$ cat src/rtl/tft_timing_pkg.sv
package tft_timing_pkg;
  localparam int unsigned CHAN_W = 6;
  localparam int unsigned PIX_W  = 3 * CHAN_W;
  typedef logic [PIX_W-1:0] pix_t;
endpackage

$ cat src/rtl/tft_clk_div.sv
// Free-running divide-by-two; deliberately outside reset so the panel clock never halts.
module tft_clk_div (
  input  logic clk_i,
  output logic pclk_o,
  output logic tick_o
);
  logic div_q;

  always_ff @(posedge clk_i) div_q <= ~div_q;

  assign pclk_o = div_q;
  // the coming clk_i edge is the falling edge of pclk_o
  assign tick_o = div_q;
endmodule

$ cat src/rtl/tft_scan_cnt.sv
module tft_scan_cnt #(
  parameter int unsigned H_TOTAL = 860,
  parameter int unsigned V_TOTAL = 615,
  parameter int unsigned HW      = $clog2(H_TOTAL),
  parameter int unsigned VW      = $clog2(V_TOTAL)
) (
  input  logic          clk_i,
  input  logic          rst_ni,
  input  logic          tick_i,
  output logic [HW-1:0] h_o,
  output logic [VW-1:0] v_o
);
  logic [HW-1:0] h_q;
  logic [VW-1:0] v_q;
  logic          h_last, v_last;

  assign h_last = (h_q == HW'(H_TOTAL - 1));
  assign v_last = (v_q == VW'(V_TOTAL - 1));

  always_ff @(posedge clk_i or negedge rst_ni) begin
    if (!rst_ni) begin
      h_q <= '0;
      v_q <= '0;
    end else if (tick_i) begin
      if (h_last) begin
        h_q <= '0;
        v_q <= v_last ? '0 : v_q + 1'b1;
      end else begin
        h_q <= h_q + 1'b1;
      end
    end
  end

  assign h_o = h_q;
  assign v_o = v_q;

  p_h_wrap_r3: assert property (@(posedge clk_i) disable iff (!rst_ni)
    (tick_i && h_last) |=> (h_q == '0));
  p_h_bound_r3: assert property (@(posedge clk_i) disable iff (!rst_ni)
    h_q < HW'(H_TOTAL));
  p_v_hold_r4: assert property (@(posedge clk_i) disable iff (!rst_ni)
    (tick_i && !h_last) |=> $stable(v_q));
  p_v_wrap_r4: assert property (@(posedge clk_i) disable iff (!rst_ni)
    (tick_i && h_last && v_last) |=> (v_q == '0));
endmodule

$ cat src/rtl/tft_out_pipe.sv
module tft_out_pipe
  import tft_timing_pkg::*;
#(
  parameter int unsigned H_ACTIVE  = 800,
  parameter int unsigned V_ACTIVE  = 600,
  parameter int unsigned FETCH_LAT = 1,
  parameter int unsigned HW        = 10,
  parameter int unsigned VW        = 10,
  parameter int unsigned XW        = $clog2(H_ACTIVE),
  parameter int unsigned YW        = $clog2(V_ACTIVE)
) (
  input  logic          clk_i,
  input  logic          rst_ni,
  input  logic          tick_i,
  input  logic [HW-1:0] h_i,
  input  logic [VW-1:0] v_i,
  input  pix_t          pix_i,
  output logic          req_o,
  output logic [XW-1:0] req_x_o,
  output logic [YW-1:0] req_y_o,
  output logic          de_o,
  output pix_t          data_o,
  output logic          sof_o
);
  logic act, origin;
  logic sof_q;
  logic [FETCH_LAT-1:0] de_sr, sof_sr;
  logic lat_de, lat_sof;

  assign act    = (h_i < HW'(H_ACTIVE)) && (v_i < VW'(V_ACTIVE));
  assign origin = (h_i == '0) && (v_i == '0);

  always_ff @(posedge clk_i or negedge rst_ni) begin
    if (!rst_ni) begin
      req_o   <= 1'b0;
      req_x_o <= '0;
      req_y_o <= '0;
      sof_q   <= 1'b0;
    end else if (tick_i) begin
      req_o   <= act;
      req_x_o <= act ? h_i[XW-1:0] : '0;
      req_y_o <= act ? v_i[YW-1:0] : '0;
      sof_q   <= origin;
    end
  end

  // delay line matching the source read latency
  if (FETCH_LAT == 1) begin : g_lat_one
    always_ff @(posedge clk_i or negedge rst_ni) begin
      if (!rst_ni) begin
        de_sr  <= '0;
        sof_sr <= '0;
      end else if (tick_i) begin
        de_sr  <= req_o;
        sof_sr <= sof_q;
      end
    end
  end else begin : g_lat_multi
    always_ff @(posedge clk_i or negedge rst_ni) begin
      if (!rst_ni) begin
        de_sr  <= '0;
        sof_sr <= '0;
      end else if (tick_i) begin
        de_sr  <= {de_sr[FETCH_LAT-2:0], req_o};
        sof_sr <= {sof_sr[FETCH_LAT-2:0], sof_q};
      end
    end
  end

  assign lat_de  = de_sr[FETCH_LAT-1];
  assign lat_sof = sof_sr[FETCH_LAT-1];

  always_ff @(posedge clk_i or negedge rst_ni) begin
    if (!rst_ni) begin
      de_o   <= 1'b0;
      data_o <= '0;
      sof_o  <= 1'b0;
    end else if (tick_i) begin
      de_o   <= lat_de;
      data_o <= lat_de ? pix_i : '0;
      sof_o  <= lat_sof;
    end
  end

  p_hold_r2: assert property (@(posedge clk_i) disable iff (!rst_ni)
    !tick_i |=> ($stable(de_o) && $stable(data_o) && $stable(req_o) && $stable(sof_o)));
  p_sof_on_de_r5: assert property (@(posedge clk_i) disable iff (!rst_ni)
    sof_o |-> de_o);
  p_sof_single_r5: assert property (@(posedge clk_i) disable iff (!rst_ni)
    (sof_o && tick_i) |=> !sof_o);
  p_blank_zero_r7: assert property (@(posedge clk_i) disable iff (!rst_ni)
    !de_o |-> (data_o == '0));
  p_req_coord_r6: assert property (@(posedge clk_i) disable iff (!rst_ni)
    !req_o |-> (req_x_o == '0 && req_y_o == '0));
endmodule

$ cat src/rtl/tft_de_timing.sv
module tft_de_timing #(
  parameter int unsigned H_ACTIVE  = 800,
  parameter int unsigned H_TOTAL   = 860,
  parameter int unsigned V_ACTIVE  = 600,
  parameter int unsigned V_TOTAL   = 615,
  parameter int unsigned FETCH_LAT = 1,
  localparam int unsigned XW = $clog2(H_ACTIVE),
  localparam int unsigned YW = $clog2(V_ACTIVE)
) (
  input  logic          clk_i,
  input  logic          rst_ni,
  input  logic [17:0]   pix_i,
  output logic          pclk_o,
  output logic          de_o,
  output logic [17:0]   data_o,
  output logic          sof_o,
  output logic          req_o,
  output logic [XW-1:0] req_x_o,
  output logic [YW-1:0] req_y_o
);
  localparam int unsigned HW = $clog2(H_TOTAL);
  localparam int unsigned VW = $clog2(V_TOTAL);

  logic          tick;
  logic [HW-1:0] h_cnt;
  logic [VW-1:0] v_cnt;

  tft_clk_div u_div (
    .clk_i  (clk_i),
    .pclk_o (pclk_o),
    .tick_o (tick)
  );

  tft_scan_cnt #(
    .H_TOTAL (H_TOTAL),
    .V_TOTAL (V_TOTAL),
    .HW      (HW),
    .VW      (VW)
  ) u_scan (
    .clk_i  (clk_i),
    .rst_ni (rst_ni),
    .tick_i (tick),
    .h_o    (h_cnt),
    .v_o    (v_cnt)
  );

  tft_out_pipe #(
    .H_ACTIVE  (H_ACTIVE),
    .V_ACTIVE  (V_ACTIVE),
    .FETCH_LAT (FETCH_LAT),
    .HW        (HW),
    .VW        (VW),
    .XW        (XW),
    .YW        (YW)
  ) u_pipe (
    .clk_i   (clk_i),
    .rst_ni  (rst_ni),
    .tick_i  (tick),
    .h_i     (h_cnt),
    .v_i     (v_cnt),
    .pix_i   (pix_i),
    .req_o   (req_o),
    .req_x_o (req_x_o),
    .req_y_o (req_y_o),
    .de_o    (de_o),
    .data_o  (data_o),
    .sof_o   (sof_o)
  );

  p_pclk_fall_r1: assert property (@(posedge clk_i) disable iff (!rst_ni)
    pclk_o |=> !pclk_o);
  p_pclk_rise_r1: assert property (@(posedge clk_i) disable iff (!rst_ni)
    !pclk_o |=> pclk_o);
endmodule

$ cat config.mk
export PLATFORM = sky130hd
export DESIGN_NAME = tft_de_timing
export DESIGN_NICKNAME = d
export VERILOG_FILES = /design/src/rtl/tft_timing_pkg.sv /design/src/rtl/tft_clk_div.sv /design/src/rtl/tft_scan_cnt.sv /design/src/rtl/tft_out_pipe.sv /design/src/rtl/tft_de_timing.sv
export SDC_FILE = /design/constraint.sdc
export NUM_CORES = 1
export LEC_CHECK = 0
export ABC_CLOCK_PERIOD_IN_PS = 3300
export BUFFER_PORTS_ARGS = -buffer_cell sky130_fd_sc_hd__buf_2
export CORE_MARGIN = 4
export CORE_UTILIZATION = 60
export CTS_BUF_LIST = sky130_fd_sc_hd__clkbuf_2 sky130_fd_sc_hd__clkbuf_4 sky130_fd_sc_hd__clkbuf_8
export DETAILED_ROUTE_END_ITERATION = 8
export HOLD_SLACK_MARGIN = 0.15
export PLACE_DENSITY_LB_ADDON = 0.3
export RECOVER_POWER = 25
export SYNTH_ARGS = -nofsm -noshare
export SYNTH_HDL_FRONTEND = slang
export SYNTH_SLANG_ARGS = --single-unit
$ cat constraint.sdc
create_clock -name clk_i -period 3.3 [get_ports clk_i]
set_input_delay 0.165 -clock clk_i [delete_from_list [all_inputs] [get_ports clk_i]]
set_output_delay 0.165 -clock clk_i [all_outputs]
set_load 0.01 [all_outputs]
### Word level (Yosys, flattened, before mapping)

Index checks and enable logic that the tools add are counted.
W data, S select, Z words.

| word-level totals | value |
|---|---|
| latch bits | 0 |
| bits in read-only memories | 0 |
| memories | 0 |
| memory bits (writable) | 0 |
| output and inout port bits | 42 |
| logic and storage cells | 29 |
| flip-flop bits (word level) | 65 |

| operators by class | value |
|---|---|
| equality and inequality tests | 2 |
| muxes and demuxes | 5 |
| magnitude comparators | 2 |
| bitwise logic cells | 1 |
| multipliers | 0 |
| add/subtract/negate cells | 2 |
| shifts and indexed selects | 0 |
| div/mod/pow operators | 0 |
| reductions and logical operators | 5 |

Operators by type and width:

| kind | number |
|---|---|
| $mux W10 | 4 |
| $add A10 B1 Y10 const B | 2 |
| $eq A10 B10 Y1 const B | 2 |
| $logic_not A10 Y1 | 2 |
| $lt A10 B10 Y1 const B | 2 |
| $mux W18 | 1 |
| $logic_and A1 B1 Y1 | 2 |
| $reduce_and A2 Y1 | 1 |
| $not A1 Y1 | 1 |

### Depth between registers and ports, before layout

Gate-level depths: netlist of run 1.

| depth | value |
|---|---|
| depth after elaboration | 3 |
| depth in mapped cells | 6 |
| gate-level depth less buffers | 6 |

### By module

From an unflattened synthesis of run 1, not the netlist that was laid out.

| unflattened totals | value |
|---|---|
| cell total of the unflattened synthesis | 260 |
| area, all modules | 2905.3 µm² |

By module, submodules not included:

| module | times used | cells an instance | area an instance (µm²) |
|---|---|---|---|
| tft_out_pipe | 1 | 153 | 1785.5 |
| tft_scan_cnt | 1 | 104 | 1088.5 |
| tft_clk_div | 1 | 3 | 31.3 |

### Worst setup path after synthesis of run 1

OpenSTA, ideal clock, no wires.

| timing | value |
|---|---|
| kind | flip-flop to flip-flop |
| start | reg u_scan.h_q[0], in the netlist u_scan.h_o[0] |
| end | reg u_scan.v_q[3], in the netlist u_scan.v_o[3] |
| required time | 3.175 ns |
| arrival | 1.368 ns |
| cell stages (with the launch flop) | 6 |
| path slack | 1.807 ns |
| path buffers | 0 |
| cell sequence | dfrtp_1 > ha_1 > nand2_1 > and3b_2 > nand2_1 > mux2_4 |

| between the ends | value |
|---|---|
| cells in the longest elaborated chain, start to end | 2 |

RTL lines:

| what | RTL line | text |
|---|---|---|
| from (decl) | tft_scan_cnt.sv:13 | `logic [HW-1:0] h_q;` |
| from (signal assigned) | tft_scan_cnt.sv:29 | `h_q <= h_q + 1'b1;` |
| $eq A10 B10 Y1 | tft_scan_cnt.sv:17 | `assign h_last = (h_q == HW'(H_TOTAL - 1));` |
| $reduce_and A2 Y1 (no source line) | - |  |
| to (signal assigned) | tft_scan_cnt.sv:27 | `v_q <= v_last ? '0 : v_q + 1'b1;` |
| to (decl) | tft_scan_cnt.sv:14 | `logic [VW-1:0] v_q;` |

Every way passes these cells.
A chain may end at the register's enable or synchronous reset.

### Worst setup path in the final report of run 1

| timing | value |
|---|---|
| start | reg u_scan.h_q[7], in the netlist u_scan.h_o[7] |
| end | reg u_pipe.req_x_o[4] |

| between the ends | value |
|---|---|
| cells in the longest elaborated chain, start to end | 3 |

RTL lines:

| what | RTL line | text |
|---|---|---|
| $lt A10 B10 Y1 | tft_out_pipe.sv:30 | `assign act = (h_i < HW'(H_ACTIVE)) && (v_i < VW'(V_ACTIVE));` |
| $logic_and A1 B1 Y1 | tft_out_pipe.sv:30 |  |
| $mux W10 | tft_out_pipe.sv:41 | `req_x_o <= act ? h_i[XW-1:0] : '0;` |
| to (signal assigned) | tft_out_pipe.sv:41 |  |
| to (decl) | tft_out_pipe.sv:19 | `output logic [XW-1:0] req_x_o,` |

Every way passes these cells.

==> summary.txt, run 1 <==
Critical path
  – Startpoint Class: flop
  – Worst stage delay on the critical path: 0.91 ns
  – Crit-path cells: o311ai_1 > nand3_1 > a31oi_2 > a22o_1
  – Crit-path slowest cell: a31oi_2
  – Critical path class: reg2reg
  – Crit. End Element: flop
  – Max Fanout on Critical Path: 21
  – Crit path DAT: 2.43 ns
  – R2R Setup Slk: 1.15 ns
  – Worst Path Required: 3.58 ns

Logic synthesis
  – Post-synthesis cell type count: 42
  – Asr flop ratio synth: 98.5%
  – Synth Warn #: 0
  – Mux contribution to synthesized area: 2.83%
  – Flops & latches, synth: 65
  – Post-synth EDFFs: 0
  – Syn Area/Cell: 11.0 um2
  – Synth Net Count: 282
  – XOR/XNOR Fraction of Synth Area: 2.16%
  – Synth Area in Compound Gates: 15.5%
  – Main synth FF type: dfrtp_1
  – Sequential area share after synthesis: 57.2%
  – Largest family of logic cells by synthesized area: compound AO/OA/AOI/OAI gates
  – Simple-gate share of the synthesized area: 13.4%
  – Cells after Synth: 257
  – Mapped Area: 0.00283 mm2
  – Adder-Cell Fraction of Synth Area: 2.21%

Clocking
  – Cts bufs inserted: 9
  – Setup bufs post-CTS: 0
  – Root Buffer: clkbuf_8
  – Clk_lat worst skew: 0.35 ns
  – Bufs on Longest Clock Path: 2
  – Worst-path clk slew: 0.07 ns
  – Clock sinks: 65
  – Post-cts resize count: 0
  – CTS tree: yes
  – H-tree depth: 3

Timing
  – PnR worst setup slack: 1.15 ns
  – Max-slew violation count: 0
  – Worst-Margin Slew: 1.13 ns
  – Setup TNS: 0 ns
  – Worst Skew: 0.00797 ns
  – Hold Violations, Final: 0
  – Rel. slew slack: 24.6%
  – Maximum clock frequency: 0.465 GHz
  – Post-layout min period: 2.15 ns
  – Tcrit/Tclk final: 65.2%
  – RSZ-0062 raised after global routing: no
  – Final Setup Violations: 0

Placement
  – IO Port Bufs: 61
  – Hpwl dp: 4.04 mm
  – Post-place setup slack: 1.19 ns
  – Inst Count DP: 354
  – RD Place Congestion: 0.869

Job
  – Max Cap Violations: 0

Route
  – Number of vias per cell: 5.87
  – DR pass1 iterations: 4
  – Via count: 2284
  – DRC viols: 0
  – Iter 0 DRT Violations: 192
  – Routed wl met3: 367 um
  – Routed met2 length: 3.38 mm
  – Detailed-route wire length: 6.72 mm
  – Drt wl/cell: 17.3 um
  – M1 WL: 2.89 mm
  – Remaining antenna violation count: 0
  – Uppermost layer routed: met4

Floorplan
  – Die H: 76.7 um
  – Placeable core region: 0.00447 mm2
  – Standard-cell row count: 24
  – Ports: 62
  – Horiz. Die Dim: 76.7 um
  – Starting Density: 63.3%
  – Die ar.: 0.00589 mm2

Worst hold path
  – Class of the worst hold path: reg2reg

Global routing
  – All-Layer GR Usage: 24.2%
  – Largest net degree at the start of global routing: 49
  – First-pass GRT wire length: 11.1 mm
  – Total grt overflow: 0
  – Initial antenna violation count: 0
  – Vias in the first global route: 2140

Finish
  – Area grow syn2layout: 21.5%
  – Storage cell area: 0.00162 mm2
  – Number of fill cells: 316
  – Layout Nets: 357
  – Antenna cells: 0
  – Final cell count without fillers: 389
  – Layout cells sized above 1: 15.7%
  – Area of the multi-input gates: 0.00102 mm2

Power
  – Leak: 0.00166 uW
  – VDD IR max: 0.000358 V
  – Pwr Density: 423 mW/mm2
  – Flop pwr share: 54.7%
  – Clock network fraction of design power: 42.2%
  – Int Power: 1130 uW
  – Switching pwr: 326 uW
  – Logic gate share of total power: 3.1%
  – Sw Share: 22.4%

Outcome
  – Status: complete, no violations
sequential cells by signal (all words and copies together), names as in the netlist:
name / count
u_pipe.req_o: 1
u_div.pclk_o: 1
u_pipe.req_x_o: 10
u_pipe.de_o: 1
u_pipe.lat_sof: 1
u_scan.h_o: 10
u_pipe.sof_o: 1
u_scan.v_o: 10
u_pipe.req_y_o: 10
u_pipe.de_sr: 1
u_pipe.sof_q: 1
u_pipe.data_o: 18
through the flow:
step,total power (uW),instance area (um2),hold WS (ns),util (%)
after floorplan,812,2830,-0.131,-
after global placement,838,3120,0.395,69.8
after detailed placement,838,3120,0.400,69.8
after CTS,1450,3490,0.496,78.1
after global routing,1500,3440,0.529,76.9
final,1450,3440,0.496,76.9
what timing repair did:
action / CTS / global route
endpoints found under the hold margin: 65 / 0
setup endpoints to repair: 0 / 0
hold buffers: 19 / 0
cell usage in the layout, fill, tap and decap left out, drive strengths merged, types with 6 or more instances in the layout:
master	instances
nand2	9
inv	24
nand3	29
o21ai	26
a31oi	6
dlygate4sd3	19
buf	22
clkbuf	52
dfrtp	64
a22o	20
power groups by stage:
stage / registers (uW) / clock network (uW) / logic [uW]
after floorplan: 812 / 0 / 0.105
after global placement: 811 / 0 / 26.8
after detailed placement: 811 / 0 / 27.0
after CTS: 796 / 614 / 44.3
after global routing: 796 / 659 / 50.1
final: 796 / 614 / 44.9
final timing paths:
path                          startpoint                end  cells after the start
max                        u_scan.h_o[7]  u_pipe.req_x_o[4]                      4
max in group asynchronous         rst_ni      u_scan.v_o[1]                      3
min in group asynchronous         rst_ni   u_pipe.data_o[8]                      2
min reg2reg                 u_pipe.sof_q       u_pipe.sof_q                      2
min                         u_pipe.sof_q       u_pipe.sof_q                      2
max reg2reg                u_scan.h_o[7]  u_pipe.req_x_o[4]                      4
synthesized netlist by cell type (4+ instances only):
cell      instances  area share, %
mux2_2            4            1.6
clkbuf_1          7           0.93
nand4_1           4           0.88
xnor2_1           4            1.2
nand3_1          29            5.1
a22o_1           20            6.2
inv_1            24            3.2
o21ai_0          25            4.4
a31oi_1           5            1.1
nor2_1            5           0.66
dfrtp_1          64             57
buf_2             5           0.88
ha_1              5            2.2
nand2_1           9            1.2
area by class of cell:
cell class / count / area share [%]
tap: 52 / 1.89
inverter: 24 / 2.62
clock buffer: 11 / 4.40
multi-input combinational: 150 / 29.8
timing repair buffer: 82 / 13.3
sequential: 65 / 47.1
clock inverter: 5 / 0.872
per-layer routing:
| metal | vias up | global-route usage (%) |
|---|---|---|
| met4 | 0 | 8.33 |
| met2 | 70 | 38.8 |
| met1 | 1138 | 32.3 |
| li1 | 1068 | - |
| met3 | 8 | 5.74 |
| met5 | - | 0 |
kinds of logic (layout without fill, tap and decap cells):
logic type | count (synthesis) | in the layout
muxes | 7 | 7
DFF | 65 | 65
AOI/OAI and AO/OA | 64 | 64
xor gates and xnor gates | 7 | 7
adders and majority gates | 5 | 5
buffers and inverters | 42 | 122
and+or+nand+nor | 67 | 67
worst max-delay path: cells and delay by family (launching register included):
kind | cells | cell delay (ns)
flip-flops | 1 | 0.46
AND/OR/NAND/NOR | 1 | 0.13
AO/OA/AOI/OAI | 3 | 1.49
No activity file was read; power rests on OpenSTA's default activity.
==> run 2: changes to the inputs <==
--- a/config.mk
+++ b/config.mk
@@ -5,10 +5,11 @@
 export SDC_FILE = /design/constraint.sdc
 export NUM_CORES = 1
 export LEC_CHECK = 0
-export ABC_CLOCK_PERIOD_IN_PS = 3300
+export ABC_AREA = 1
+export ABC_CLOCK_PERIOD_IN_PS = 1990
 export BUFFER_PORTS_ARGS = -buffer_cell sky130_fd_sc_hd__buf_2
 export CORE_MARGIN = 4
-export CORE_UTILIZATION = 60
+export CORE_UTILIZATION = 57
 export CTS_BUF_LIST = sky130_fd_sc_hd__clkbuf_2 sky130_fd_sc_hd__clkbuf_4 sky130_fd_sc_hd__clkbuf_8
 export DETAILED_ROUTE_END_ITERATION = 8
 export HOLD_SLACK_MARGIN = 0.15
==> constraint.sdc (replaced) <==
create_clock -name clk_i -period 1.99 [get_ports clk_i]
set_input_delay 0.0995 -clock clk_i [delete_from_list [all_inputs] [get_ports clk_i]]
set_output_delay 0.0995 -clock clk_i [all_outputs]
set_load 0.01 [all_outputs]
==> run 2 against run 1 <==
Compared with the run above: count of clock-buffer cells in the layout up 1; largest power group unchanged; register-to-register slack worse by 0.68 ns; via count up 16%; largest cell class unchanged.
==> summary.txt, run 2 <==
Critical path
  – Critical path class: reg2out
  – Max Fanout on Critical Path: 19
  – Crit path DAT: 1.61 ns
  – Worst Path Required: 1.89 ns
  – R2R Setup Slk: 0.47 ns
  – Startpoint Class: flop
  – Crit. End Element: output pin

Floorplan
  – Standard-cell row count: 26
  – Horiz. Die Dim: 81.5 um
  – Ports: 62
  – Die H: 81.5 um
  – Starting Density: 59.6%
  – Placeable core region: 0.00517 mm2
  – Die ar.: 0.00665 mm2

Power
  – Leak: 0.00186 uW
  – Tot Pwr: 2630 uW
  – Logic gate share of total power: 2.8%
  – VDD IR max: 0.000492 V
  – Pwr Density: 695 mW/mm2
  – Switching pwr: 510 uW
  – Flop pwr share: 50.3%
  – Int Power: 2120 uW
  – Sw Share: 19.4%
  – Clock network fraction of design power: 46.9%

Logic synthesis
  – Main synth FF type: dfrtp_1
  – List of most frequent post-synthesis cells: nand2_1 (110), dfrtp_1 (64), nand3_1 (38)
  – Asr flop ratio synth: 98.5%
  – Syn Area/Cell: 8.68 um2
  – Synth Warn #: 0
  – Sequential area share after synthesis: 52.6%
  – Cells after Synth: 355
  – Post-synthesis cell type count: 27
  – Mapped Area: 0.00308 mm2
  – Yosys top cell area share: 51.9%
  – Largest cells by area after synthesis: dfrtp_1 (52%), nand2_1 (13%), nand3_1 (6.2%)
  – Synth Net Count: 380
  – Flops & latches, synth: 65
  – Largest area contributor in the netlist: dfrtp_1
  – Top-count cell post-synth: nand2_1
  – Post-synth EDFFs: 0

Route
  – DRC viols: 0
  – Detailed-route wire length: 7.09 mm
  – Iter 0 DRT Violations: 181
  – Number of vias per cell: 5.21
  – Drt wl/cell: 13.9 um
  – DR pass1 iterations: 4
  – Remaining antenna violation count: 0
  – Via count: 2660

Job
  – Max Cap Violations: 0

Finish
  – Max reg flops: 18
  – Area grow syn2layout: 22.6%
  – Area of the multi-input gates: 0.00124 mm2
  – Storage cell area: 0.00162 mm2
  – Layout cells sized above 1: 17.5%
  – Core Util, Final: 73.1%
  – Most common cell after layout, fill and taps aside: nand2_1
  – Largest Register: u_pipe.data_o
  – Layout Nets: 462
  – Number of fill cells: 395
  – Commonest cells after routing, fill and taps aside: nand2_1 (110), dfrtp_1 (64), clkbuf_1 (42)
  – Antenna cells: 0

Outcome
  – Status: complete, no violations

Clocking
  – Cts bufs inserted: 9
  – Clock sinks: 65
  – Root Buffer: clkbuf_8
  – H-tree depth: 3
  – Worst-path clk slew: 0.07 ns
  – CTS tree: yes
  – Bufs on Longest Clock Path: 2
  – Setup bufs post-CTS: 0
  – Clk_lat worst skew: 0.34 ns

Global routing
  – All-Layer GR Usage: 23.3%
  – Initial antenna violation count: 0
  – Vias in the first global route: 2499
  – First-pass GRT wire length: 11.7 mm
  – Largest net degree at the start of global routing: 65
  – Total grt overflow: 0

Timing
  – Final Setup Violations: 0
  – Hold Violations, Final: 0
  – Post-layout min period: 1.71 ns
  – Worst Skew: 0.00983 ns
  – Setup TNS: 0 ns
  – Tcrit/Tclk final: 85.7%
  – Maximum clock frequency: 0.586 GHz
  – Rel. slew slack: 44.3%
  – RSZ-0062 raised after global routing: no
  – Max-slew violation count: 0
  – Worst-Margin Slew: 0.835 ns

Placement
  – RD Place Congestion: 0.901
  – IO Port Bufs: 61
  – Hpwl dp: 4.72 mm

Worst hold path
  – Class of the worst hold path: in2async
==> run 2: cell types whose count changed in the layout (fill, tap and decap cells not counted), moves of 4 or more <==
cell	before	now
a22o_1	20	0
nand2_1	9	110
nand4_1	4	8
o21ai_0	25	13
inv_1	24	32
o21ai_1	1	7
mux2_2	4	0
xnor2_1	4	0
a31oi_1	5	0
nor2_1	5	20
nand3_1	29	38
o21ai_2	0	20
==> run 2: layout make-up <==
cell class,count,share of cell area [%]
clock buffers,12,4.04
clock inverters,3,1.72
inverters,35,3.48
multi-input cells,240,32.7
flip-flops and latches,65,42.9
well taps,70,2.32
repair buffers,86,12.8
==> run 2: power groups by stage <==
stage | combinational, uW | clock (uW) | sequential, uW
6_report | 73.9 | 1230 | 1320
5_1_grt | 83.0 | 1320 | 1320
4_1_cts | 73.2 | 1250 | 1320
3_5_place_dp | 45.3 | 0 | 1350
3_3_place_gp | 44.5 | 0 | 1350
2_1_floorplan | 0.174 | 0 | 1350
==> run 2: cells by family (layout without fill, tap and decap cells) <==
logic type,count (synthesis),after routing,share of synthesized area (%)
and+or+nand+nor,192,192,28.3
DFF,65,65,52.6
buffers and inverters,50,136,7.31
AOI/OAI and AO/OA,41,41,9.21
adders and majority gates,5,5,2.03
xor gates and xnor gates,2,2,0.568
==> run 2: worst max-delay path, stage by stage (launching register included) <==
cell,delay (ns)
dfxtp_1,0.35
clkbuf_1,0.64
buf_2,0.27
==> run 2: final timing paths <==
check	cells after the start	start	end
worst max-delay path	2	u_div.pclk_o	pclk_o
worst min-delay path	3	rst_ni	u_pipe.de_sr
max in group asynchronous	3	rst_ni	u_scan.h_o[9]
worst min register to register	2	u_pipe.data_o[3]	u_pipe.data_o[3]
min in group clk_i	2	u_pipe.data_o[3]	u_pipe.data_o[3]
worst max register to register	6	u_scan.v_o[0]	u_scan.v_o[1]
==> run 2: per-layer routing <==
layer,GRT usage [%],wire [um],vias up,part of all wire (%)
li1,-,-,1303,-
met1,30.2,3130,1251,44
met2,38.4,3380,91,48
met3,4.06,462,15,6.5
met4,10.1,127,0,1.8
met5,0,0,-,0
==> run 2: repair_timing <==
action | CTS | global route
hold buffers | 19 | 0
endpoints found under the hold margin | 82 | 0
resized for setup | 0 | 0
==> run 2: stage by stage <==
step | cells | worst slack (ns) | cell area, um2 | hold slack [ns]
6_report | 511 | 0.285 | 3780 | 0.458
5_1_grt | 511 | 0.204 | 3780 | 0.507
4_1_cts | 511 | 0.472 | 3830 | 0.479
3_5_place_dp | 477 | 0.505 | 3430 | 0.328
3_3_place_gp | 477 | 0.508 | 3430 | 0.317
2_1_floorplan | 355 | 0.691 | 3080 | -0.196
